--- src/rtl/sddp_pkg.sv ---
// Shared types and token values for the SD data phase engine.
// Assumes SPI-mode single/multi block framing with CRC checking left outside.
package sddp_pkg;
    typedef enum logic [3:0] {
        ST_IDLE, ST_R_HUNT, ST_R_DATA, ST_R_CRC,
        ST_W_TOKEN, ST_W_DATA, ST_W_CRC, ST_W_RESP, ST_W_BUSY, ST_W_STOP
    } eng_state_t;

    typedef enum logic [1:0] {
        XS_OK           = 2'd0,
        XS_RD_TIMEOUT   = 2'd1,
        XS_WR_REJECT    = 2'd2,
        XS_BUSY_TIMEOUT = 2'd3
    } xfer_status_t;

    localparam logic [7:0] TOK_SINGLE = 8'hFE;
    localparam logic [7:0] TOK_MULTI  = 8'hFC;
    localparam logic [7:0] TOK_STOP   = 8'hFD;
    localparam logic [7:0] FILL_BYTE  = 8'hFF;
    localparam logic [7:0] RESP_MASK  = 8'h1F;
    localparam logic [7:0] RESP_OK    = 8'h05;
endpackage

--- src/rtl/sddp_poll_ctr.sv ---
// Bounded poll counter: counts failed polls and flags the one that exhausts
// the budget. Assumes LIMIT >= 1; clr has priority over step.
module sddp_poll_ctr #(
    parameter int LIMIT = 4
) (
    input  logic clk,
    input  logic rst_n,
    input  logic clr,
    input  logic step,
    output logic last
);
    localparam int W = $clog2(LIMIT + 1);
    logic [W-1:0] cnt;

    // count failed polls since the last clear
    always_ff @(posedge clk) begin
        if (!rst_n || clr) cnt <= '0;
        else if (step)     cnt <= cnt + 1'b1;
    end

    // the current poll is the final allowed one
    assign last = (cnt == W'(LIMIT - 1));
endmodule

--- src/rtl/sddp_resp_check.sv ---
// Data response token classifier: accepted when the low five bits carry
// the acceptance code. Assumes the upper three bits are undefined.
module sddp_resp_check
    import sddp_pkg::*;
(
    input  logic [7:0] resp,
    output logic       accepted
);
    // compare masked token against the acceptance code
    always_comb accepted = ((resp & RESP_MASK) == RESP_OK);
endmodule

--- src/rtl/sddp_rd_hold.sv ---
// One-entry output register for the read stream. Assumes load only occurs
// while empty or being drained (the engine issues reads only when empty).
module sddp_rd_hold (
    input  logic       clk,
    input  logic       rst_n,
    input  logic       load,
    input  logic [7:0] din,
    input  logic       ready,
    output logic       valid,
    output logic [7:0] dout
);
    // hold a byte until the consumer accepts it
    always_ff @(posedge clk) begin
        if (!rst_n) begin
            valid <= 1'b0;
            dout  <= 8'h00;
        end else if (load) begin
            valid <= 1'b1;
            dout  <= din;
        end else if (ready) begin
            valid <= 1'b0;
        end
    end
endmodule

--- src/rtl/sd_data_phase.sv ---
// SD SPI-mode data phase engine. Reads: hunt start token, stream block bytes,
// latch CRC. Writes: token, data, CRC filler, response check, busy poll,
// stop token for multi-block. Assumes command issue and chip select are
// handled outside and that at most one byte exchange is outstanding.
module sd_data_phase
    import sddp_pkg::*;
#(
    parameter int BLOCK_BYTES = 512,
    parameter int CNT_W       = 8,
    parameter int TOKEN_POLLS = 4096,
    parameter int BUSY_POLLS  = 65535
) (
    input  logic             clk,
    input  logic             rst_n,
    input  logic             start,
    input  logic             write_mode,
    input  logic [CNT_W-1:0] block_count,
    output logic             spi_go,
    output logic [7:0]       spi_tx,
    input  logic             spi_fin,
    input  logic [7:0]       spi_rx,
    output logic [7:0]       rd_data,
    output logic             rd_valid,
    input  logic             rd_ready,
    input  logic [7:0]       wr_data,
    input  logic             wr_valid,
    output logic             wr_ready,
    output logic [15:0]      crc_word,
    output logic             busy,
    output logic             done,
    output logic [1:0]       status,
    output logic [CNT_W-1:0] fail_block
);
    localparam int BYTE_W = (BLOCK_BYTES > 1) ? $clog2(BLOCK_BYTES) : 1;
    localparam logic [BYTE_W-1:0] BYTE_LAST = BYTE_W'(BLOCK_BYTES - 1);

    eng_state_t       st;
    logic             pend;
    logic [BYTE_W-1:0] bcnt;
    logic             half;
    logic [CNT_W-1:0] blk, nblk;
    logic             multi, rejected, ending;
    logic             want_go;
    logic [7:0]       tx_next;
    logic             fin_now, last_blk, resp_ok;
    logic             hunt_clr, hunt_step, hunt_last;
    logic             bsy_clr, bsy_step, bsy_last;
    logic             rd_load;

    assign fin_now  = spi_fin && pend;
    assign last_blk = (blk == nblk - 1'b1);
    assign busy     = (st != ST_IDLE);
    assign wr_ready = (st == ST_W_DATA) && !pend;
    assign rd_load  = fin_now && (st == ST_R_DATA);

    assign hunt_clr  = (st != ST_R_HUNT);
    assign hunt_step = fin_now && (st == ST_R_HUNT) && (spi_rx != TOK_SINGLE) && !hunt_last;
    assign bsy_clr   = (st != ST_W_BUSY);
    assign bsy_step  = fin_now && (st == ST_W_BUSY) && (spi_rx != FILL_BYTE) && !bsy_last;

    sddp_poll_ctr #(.LIMIT(TOKEN_POLLS)) u_hunt (
        .clk(clk), .rst_n(rst_n), .clr(hunt_clr), .step(hunt_step), .last(hunt_last));

    sddp_poll_ctr #(.LIMIT(BUSY_POLLS)) u_bsy (
        .clk(clk), .rst_n(rst_n), .clr(bsy_clr), .step(bsy_step), .last(bsy_last));

    sddp_resp_check u_resp (.resp(spi_rx), .accepted(resp_ok));

    sddp_rd_hold u_hold (
        .clk(clk), .rst_n(rst_n), .load(rd_load), .din(spi_rx),
        .ready(rd_ready), .valid(rd_valid), .dout(rd_data));

    // decide whether to launch a byte exchange this cycle and with which byte
    always_comb begin
        want_go = 1'b0;
        tx_next = FILL_BYTE;
        case (st)
            ST_R_HUNT, ST_R_CRC, ST_W_CRC, ST_W_RESP, ST_W_BUSY: want_go = !pend;
            ST_R_DATA:  want_go = !pend && !rd_valid;
            ST_W_TOKEN: begin
                want_go = !pend;
                tx_next = multi ? TOK_MULTI : TOK_SINGLE;
            end
            ST_W_DATA: begin
                want_go = !pend && wr_valid;
                tx_next = wr_data;
            end
            ST_W_STOP: begin
                want_go = !pend;
                tx_next = TOK_STOP;
            end
            default: want_go = 1'b0;
        endcase
    end

    // sequence the data phase and record the outcome
    always_ff @(posedge clk) begin
        if (!rst_n) begin
            st         <= ST_IDLE;
            pend       <= 1'b0;
            spi_go     <= 1'b0;
            spi_tx     <= FILL_BYTE;
            bcnt       <= '0;
            half       <= 1'b0;
            blk        <= '0;
            nblk       <= '0;
            multi      <= 1'b0;
            rejected   <= 1'b0;
            ending     <= 1'b0;
            crc_word   <= 16'h0000;
            done       <= 1'b0;
            status     <= XS_OK;
            fail_block <= '0;
        end else begin
            spi_go <= 1'b0;
            done   <= 1'b0;
            if (want_go) begin
                spi_go <= 1'b1;
                spi_tx <= tx_next;
                pend   <= 1'b1;
            end else if (fin_now) begin
                pend <= 1'b0;
            end

            case (st)
                ST_IDLE: if (start) begin
                    blk      <= '0;
                    nblk     <= block_count;
                    multi    <= (block_count > CNT_W'(1));
                    rejected <= 1'b0;
                    ending   <= 1'b0;
                    bcnt     <= '0;
                    half     <= 1'b0;
                    if (block_count == '0) begin
                        done       <= 1'b1;
                        status     <= XS_OK;
                        fail_block <= '0;
                    end else begin
                        st <= write_mode ? ST_W_TOKEN : ST_R_HUNT;
                    end
                end
                ST_R_HUNT: if (fin_now) begin
                    if (spi_rx == TOK_SINGLE) begin
                        st   <= ST_R_DATA;
                        bcnt <= '0;
                    end else if (hunt_last) begin
                        st         <= ST_IDLE;
                        done       <= 1'b1;
                        status     <= XS_RD_TIMEOUT;
                        fail_block <= blk;
                    end
                end
                ST_R_DATA: if (fin_now) begin
                    if (bcnt == BYTE_LAST) begin
                        st   <= ST_R_CRC;
                        half <= 1'b0;
                    end else begin
                        bcnt <= bcnt + 1'b1;
                    end
                end
                ST_R_CRC: if (fin_now) begin
                    if (!half) begin
                        crc_word[15:8] <= spi_rx;
                        half           <= 1'b1;
                    end else begin
                        crc_word[7:0] <= spi_rx;
                        if (last_blk) begin
                            st         <= ST_IDLE;
                            done       <= 1'b1;
                            status     <= XS_OK;
                            fail_block <= blk;
                        end else begin
                            blk <= blk + 1'b1;
                            st  <= ST_R_HUNT;
                        end
                    end
                end
                ST_W_TOKEN: if (fin_now) begin
                    st   <= ST_W_DATA;
                    bcnt <= '0;
                end
                ST_W_DATA: if (fin_now) begin
                    if (bcnt == BYTE_LAST) begin
                        st   <= ST_W_CRC;
                        half <= 1'b0;
                    end else begin
                        bcnt <= bcnt + 1'b1;
                    end
                end
                ST_W_CRC: if (fin_now) begin
                    if (!half) half <= 1'b1;
                    else       st   <= ST_W_RESP;
                end
                ST_W_RESP: if (fin_now) begin
                    rejected <= !resp_ok;
                    st       <= ST_W_BUSY;
                end
                ST_W_BUSY: if (fin_now) begin
                    if (spi_rx == FILL_BYTE) begin
                        if (ending || ((rejected || last_blk) && !multi)) begin
                            st         <= ST_IDLE;
                            done       <= 1'b1;
                            status     <= rejected ? XS_WR_REJECT : XS_OK;
                            fail_block <= blk;
                        end else if (rejected || last_blk) begin
                            st <= ST_W_STOP;
                        end else begin
                            blk <= blk + 1'b1;
                            st  <= ST_W_TOKEN;
                        end
                    end else if (bsy_last) begin
                        st         <= ST_IDLE;
                        done       <= 1'b1;
                        status     <= XS_BUSY_TIMEOUT;
                        fail_block <= blk;
                    end
                end
                ST_W_STOP: if (fin_now) begin
                    ending <= 1'b1;
                    st     <= ST_W_BUSY;
                end
                default: st <= ST_IDLE;
            endcase
        end
    end
endmodule

--- config.mk ---
export PLATFORM = sky130hd
export DESIGN_NAME = sd_data_phase
export DESIGN_NICKNAME = d
export VERILOG_FILES = /design/src/rtl/sddp_pkg.sv /design/src/rtl/sddp_poll_ctr.sv /design/src/rtl/sddp_resp_check.sv /design/src/rtl/sddp_rd_hold.sv /design/src/rtl/sd_data_phase.sv
export SDC_FILE = /design/constraint.sdc
export NUM_CORES = 1
export LEC_CHECK = 0
export CAP_MARGIN = 20
export CELL_PAD_IN_SITES_DETAIL_PLACEMENT = 0
export CELL_PAD_IN_SITES_GLOBAL_PLACEMENT = 2
export CORE_MARGIN = 2
export CORE_UTILIZATION = 30
export CTS_BUF_LIST = sky130_fd_sc_hd__clkbuf_4 sky130_fd_sc_hd__clkbuf_8
export CTS_CLUSTER_DIAMETER = 120
export DETAILED_ROUTE_END_ITERATION = 16
export HOLD_SLACK_MARGIN = 0.03
export PLACE_DENSITY = 0.87
export SETUP_SLACK_MARGIN = 0.05
export SLEW_MARGIN = 5
export SYNTH_ARGS = -nofsm -noshare
export SYNTH_HDL_FRONTEND = slang
export SYNTH_SLANG_ARGS = --single-unit
--- constraint.sdc ---
create_clock -name clk -period 2.6 [get_ports clk]
set_input_delay 0.52 -clock clk [delete_from_list [all_inputs] [get_ports clk]]
set_output_delay 0.52 -clock clk [all_outputs]
set_load 0.01 [all_outputs]
Word level (Yosys, flattened, before mapping)
Index checks and enable logic that the tools add are counted.
- $add $sub $neg: 5
- order comparisons: 1
- equal/unequal tests: 52
- multiplexer cells: 95
- bitwise gates (word level): 1
- reduce and logical (&&, ||, !) cells: 48
- operators by type and width (operator ; number):
    $mux 8 ; 20
    $mux 4 ; 20
    $mux 9 ; 6
    $pmux 8 s3 ; 2
    $ne 2x2->1 const B ; 21
    $pmux 4 s9 ; 1
    $pmux 9 s4 ; 1
    $pmux 8 s4 ; 1
    $mux 2 ; 14
    $mux 1 ; 23
    $add 16x1->16 const B ; 1
    $eq 16x16->1 const B ; 1
    $eq 4x3->1 const B ; 4
    $eq 8x8->1 const B ; 2
    $ne 2x1->1 const B ; 8
    $ne 8x8->1 const B ; 2
    $reduce_and 16->1 ; 1
    $add 13x1->13 const B ; 1
    $eq 13x12->1 const B ; 1
    $logic_and 1x1->1 ; 12
    $reduce_and 12->1 ; 1
    $reduce_and 3->1 ; 4
    $reduce_bool 4->1 ; 3
    $add 9x1->9 const B ; 1
    30 further kinds ; 51
- register bits: 108
- bits of input ports: 31
- output and inout port bits: 47

Depth between registers and ports, before layout
- depth after elaboration: 9
- mapped depth: 11
- gate-level depth less buffers: 11

Cells and area by module
From an unflattened synthesis, not the netlist that was laid out.
- cells, all modules: 684
- area total of the unflattened synthesis: 5631.7 µm²
- modules (own cells, without submodules) (module ; times used ; cells an instance ; area each (µm²)):
    sd_data_phase ; 1 ; 500 ; 3866.2
    sddp_poll_ctr at u_bsy ; 1 ; 89 ; 842.1
    sddp_poll_ctr at u_hunt ; 1 ; 65 ; 574.3
    sddp_rd_hold ; 1 ; 28 ; 335.3
    sddp_resp_check ; 1 ; 2 ; 13.8

Worst setup path after synthesis
OpenSTA, ideal clock, no wires.
- path type: register -> register
- start point: register nblk[0]
- end point: register status[1]
- data arrival time: 2.584 ns
- data required time: 2.472 ns
- path slack: -0.111 ns
- cell stages (with the launch flop): 11
- cell sequence: dfxtp_1 -> buf_6 -> inv_1 -> ha_1 -> or3b_1 -> a2111oi_0 -> nor4bb_1 -> a2111o_1 -> a211oi_4 -> mux2i_1 -> nor2_1
- word-level cells in the longest chain between the ends: 7
- elaborated cells between the ends (all ways): 8
- those cells by class: add/sub: 1; eq/ne: 3; reduce/logical: 4
- RTL lines (what ; RTL line ; source):
    start: declaration ; sd_data_phase.sv:41 ; logic [CNT_W-1:0] blk, nblk;
    start signal: assignment ; sd_data_phase.sv:128 ; nblk <= block_count;
    $sub 8x1->8 * ; sd_data_phase.sv:51 ; assign last_blk = (blk == nblk - 1'b1);
    $eq 8x8->1 * ; sd_data_phase.sv:51 ;
    $logic_or 1x1->1 ; sd_data_phase.sv:200 ; if (ending || ((rejected || last_blk) && !multi)) begin
    $logic_and 1x1->1 ; sd_data_phase.sv:200 ;
    $logic_or 1x1->1 ; sd_data_phase.sv:200 ;
    $ne 3x2->1 (no source line) ; -- ;
    $reduce_and 12->1 (no source line) * ; -- ;
    end signal: assignment ; sd_data_phase.sv:203 ; status <= rejected ? XS_WR_REJECT : XS_OK;
    end: declaration ; sd_data_phase.sv:31 ; output logic [1:0] status,
Every way passes the cells marked *; elsewhere a longest branch is shown, timed or not.
A chain may end at the register's enable or synchronous reset.

Worst setup path after layout
- start point: register nblk[1]
- end point: register blk[4]
- word-level cells in the longest chain between the ends: 7
- elaborated cells between the ends (all ways): 9
- those cells by class: add/sub: 1; eq/ne: 4; reduce/logical: 4
- RTL lines (what ; RTL line ; source):
    $sub 8x1->8 * ; sd_data_phase.sv:51 ;
    $eq 8x8->1 * ; sd_data_phase.sv:51 ;
    $logic_or 1x1->1 ; sd_data_phase.sv:200, sd_data_phase.sv:205 ;
    $logic_and 1x1->1 ; sd_data_phase.sv:200 ;
    $logic_or 1x1->1 ; sd_data_phase.sv:200 ;
    $ne 2x2->1 (no source line) ; -- ;
    $reduce_and 9->1 (no source line) * ; -- ;
    end signal: assignment ; sd_data_phase.sv:173 ; blk <= blk + 1'b1;
    end signal: assignment ; sd_data_phase.sv:208 ; blk <= blk + 1'b1;
    end: declaration ; sd_data_phase.sv:41 ;
Marked as above.

==> out/qor.yml <==
sta:
  drv_slew: 0
  hold_viol: 0
  min_period_ns: 2.59
  finalCritPeriodShare: 0.995
  fin_skew_ns: 0.0110
  finalSetupViolations: 0
  rsz0062_at_grt: "yes"
  fmax_mhz: 387
  relSlewSlack: 0.615
  setup_slack_ns: 0.0139
  tightestPinTransition_ns: 0.573
die:
  die_y_um: 137
  die_area_sq_mm: 0.0188
  initial_utilization: 0.308
  chipWidth_um: 137
  row_count: 48
  core_sq_mm: 0.0173
  pin_count: 78
logic_synthesis:
  yosysMostFrequentCell: "dfxtp_1"
  synth_warnings: 0
  syn_avg_cell_area_sq_um: 8.19
  synthesis.area_sq_mm: 0.00533
  synth_nets: 688
  synth_cells: 650
  yosysUniqueCellTypes: 62
  synth_edf_count: 0
  synth_seq_area_share: 0.406
  ys_top_cells_by_area: "dfxtp_1 (41%), nor2_1 (6.2%), mux2i_1 (5.5%)"
  ys_dominant_reg_cell: "dfxtp_1"
  synth_top_area_frac: 0.406
  synthArstFlopShare: 0
  yosysTopAreaCell: "dfxtp_1"
  ys_seq_elements: 108
  yosys-top-cells-count: "dfxtp_1 (108), nor2_1 (88), nand2_1 (67)"
route:
  first_iter_violations: 289
  wl_per_cell_um: 15.1
  via_per_inst: 5.03
  wl_um: 15700
  ant_nets: 0
  drt_first_pass_iters: 4
  drc: 0
  num_vias: 5235
worst_hold_path:
  min-delay-path-class: "register to register"
  hp-start: "fail_block[2]"
  holdPathEnd: "fail_block[2]"
  hold_depth: 2
cts:
  cts_sinks: 108
  cts_max_level: 3
  clock_latency_ns: 0.39
  tritoncts: "done"
  numCtsBuffers: 9
  path_clk_slew_ns: 0.10
  cts_root_buf: "clkbuf_8"
  holdBufCountCts: 0
  clock_path_buffers: 2
global_route:
  antenna_found_initial: 0
  grt-ovfl-total: 0
  grt_pass1_vias: 5276
  grt_pass1_wl_um: 26300
  track_usage: 0.176
  grt_max_degree: 36
placement:
  portBuffers: 77
  gp_congestion: 0.859
  dp_hpwl_um: 11700
  pre_cts_ws_ns: -0.748
  post_dp_cell_area_sq_mm: 0.00700
worst_setup_path:
  worstPathRequired_ns: 2.92
  reg2reg_from: "nblk[1]"
  r2r_setup_slack_ns: 0.01
  critPathMaxFanout: 7
  worst_setup_path_start_kind: "register"
  end_kind: "register"
  reg2reg_depth: 11
  cp_data_arrival_time_ns: 2.90
  r2r_end: "blk[4]"
  crit_type: "register to register"
pwr:
  peakVddDrop_v: 0.000364
  power_density_mw_per_mm2: 657
  power.leakage_nw: 2.81
run:
  maxCapViolations: 0
finish:
  finalNetCount: 849
  final_core_util: 0.443
  drive_gt1_frac: 0.232
  n_antenna_cell: 0
  syn_to_final_growth_pct: 44.0
  final_cell_area_sq_mm: 0.00767
outcome:
  status: "finished, final reports clean"
## power by group
group / internal, mW / leakage (nW) / switching (mW)
clock network: 0.672 / 0.119 / 0.563
registers: 1.74 / 0.875 / 0.0867
logic: 0.919 / 1.82 / 1.05
total: 3.33 / 2.81 / 1.70
## sequential cells by signal, indices dropped and copies added, names as in the netlist
name          flops
crc_word         16
u_bsy.cnt        16
u_hunt.cnt       13
bcnt              9
blk               8
fail_block        8
nblk              8
spi_tx            8
u_hold.dout       8
st                4
status            2
done              1
ending            1
half              1
multi             1
pend              1
rejected          1
spi_go            1
u_hold.valid      1
## worst max-delay path by stage
stage	start	to	slack, ns	cells after the start
6_report	nblk[1]	blk[4]	0.01	11
5_1_grt	nblk[1]	blk[6]	-0.11	11
4_1_cts	nblk[1]	blk[4]	0.02	11
3_5_place_dp	start	blk[7]	-0.75	8
3_3_place_gp	start	blk[7]	-0.64	8
2_1_floorplan	bcnt[0]	st[3]	0.05	10
## metal layers
metal	track usage	part of all wire	vias to the layer above
met5	0	0	-
met4	0.0487	0.015	0
met3	0.0497	0.048	14
met2	0.289	0.47	97
met1	0.224	0.46	2503
li1	-	-	2621
## worst max-delay path: stages, from the launching register on
cell       delay (ns)
dfxtp_4          0.38
inv_2            0.07
ha_4             0.15
or3b_4           0.40
a2111oi_4        0.25
nor4bb_4         0.09
buf_4            0.16
a2111o_1         0.33
a22oi_2          0.30
buf_6            0.18
o21ai_2          0.06
a21oi_1          0.15
## stage by stage
stage	power [mW]	std cells	setup TNS [ns]	hold slack, ns
after global placement	3.53	1010	-13.41	0.439
after global routing	5.36	1040	-1.55	0.484
after floorplan	2.84	650	0	0.425
final	5.04	1040	0	0.452
after CTS	4.95	1036	0	0.458
after detailed placement	3.55	1010	-17.08	0.450
## repair_timing
action                                 CTS  global route
buffers inserted                        10             5
endpoints found under the hold margin    0             0
gates cloned                             1             0
setup endpoints to repair               22            31
resized for setup                       48            40
pin swaps                                9            11
## cell type report
class                      instances  area [sq um]
sequential                       108          2170
clock buffer                      11           145
multi-input combinational        493          3250
tap                              225           282
fill                            1712          9630
inverter                          13          48.8
timing repair buffer             186          1670
clock inverter                     4          97.6
## cells by family after synthesis
family          after synthesis  synth area share
simple gates                291             0.271
flops                       108             0.406
mux                          29            0.0545
compound gates              133             0.159
fa+ha+maj                     7            0.0164
buf+inv                      49            0.0388
xor+xnor                     33            0.0543
## placed cells by master, fill, tap and decap left out, types with 4 or more instances in the layout
| master | synthesis | layout |
|---|---|---|
| dfxtp_1 | 108 | 103 |
| buf_4 | 0 | 99 |
| nor2_1 | 88 | 86 |
| clkdlybuf4s50_1 | 0 | 71 |
| nand2_1 | 67 | 66 |
| a21oi_1 | 40 | 39 |
| o21ai_0 | 41 | 29 |
| mux2i_1 | 29 | 29 |
| nand3_1 | 35 | 27 |
| xor2_1 | 23 | 23 |
| nor3_1 | 19 | 15 |
| inv_1 | 13 | 11 |
| nand4_1 | 11 | 11 |
| xnor2_1 | 10 | 10 |
| clkbuf_8 | 0 | 10 |
| or3_1 | 9 | 9 |
| o21ai_1 | 1 | 8 |
| and3_1 | 10 | 7 |
| nand3_2 | 0 | 7 |
| nand2b_1 | 6 | 6 |
| o211ai_1 | 6 | 6 |
| nand3b_1 | 6 | 6 |
| o21ai_2 | 0 | 5 |
| nor3_2 | 1 | 5 |
| buf_6 | 2 | 5 |
| a21o_1 | 4 | 4 |
| or4_1 | 5 | 4 |
| ha_1 | 7 | 4 |
| dlymetal6s2s_1 | 0 | 4 |
No activity file was read; power rests on OpenSTA's default activity.
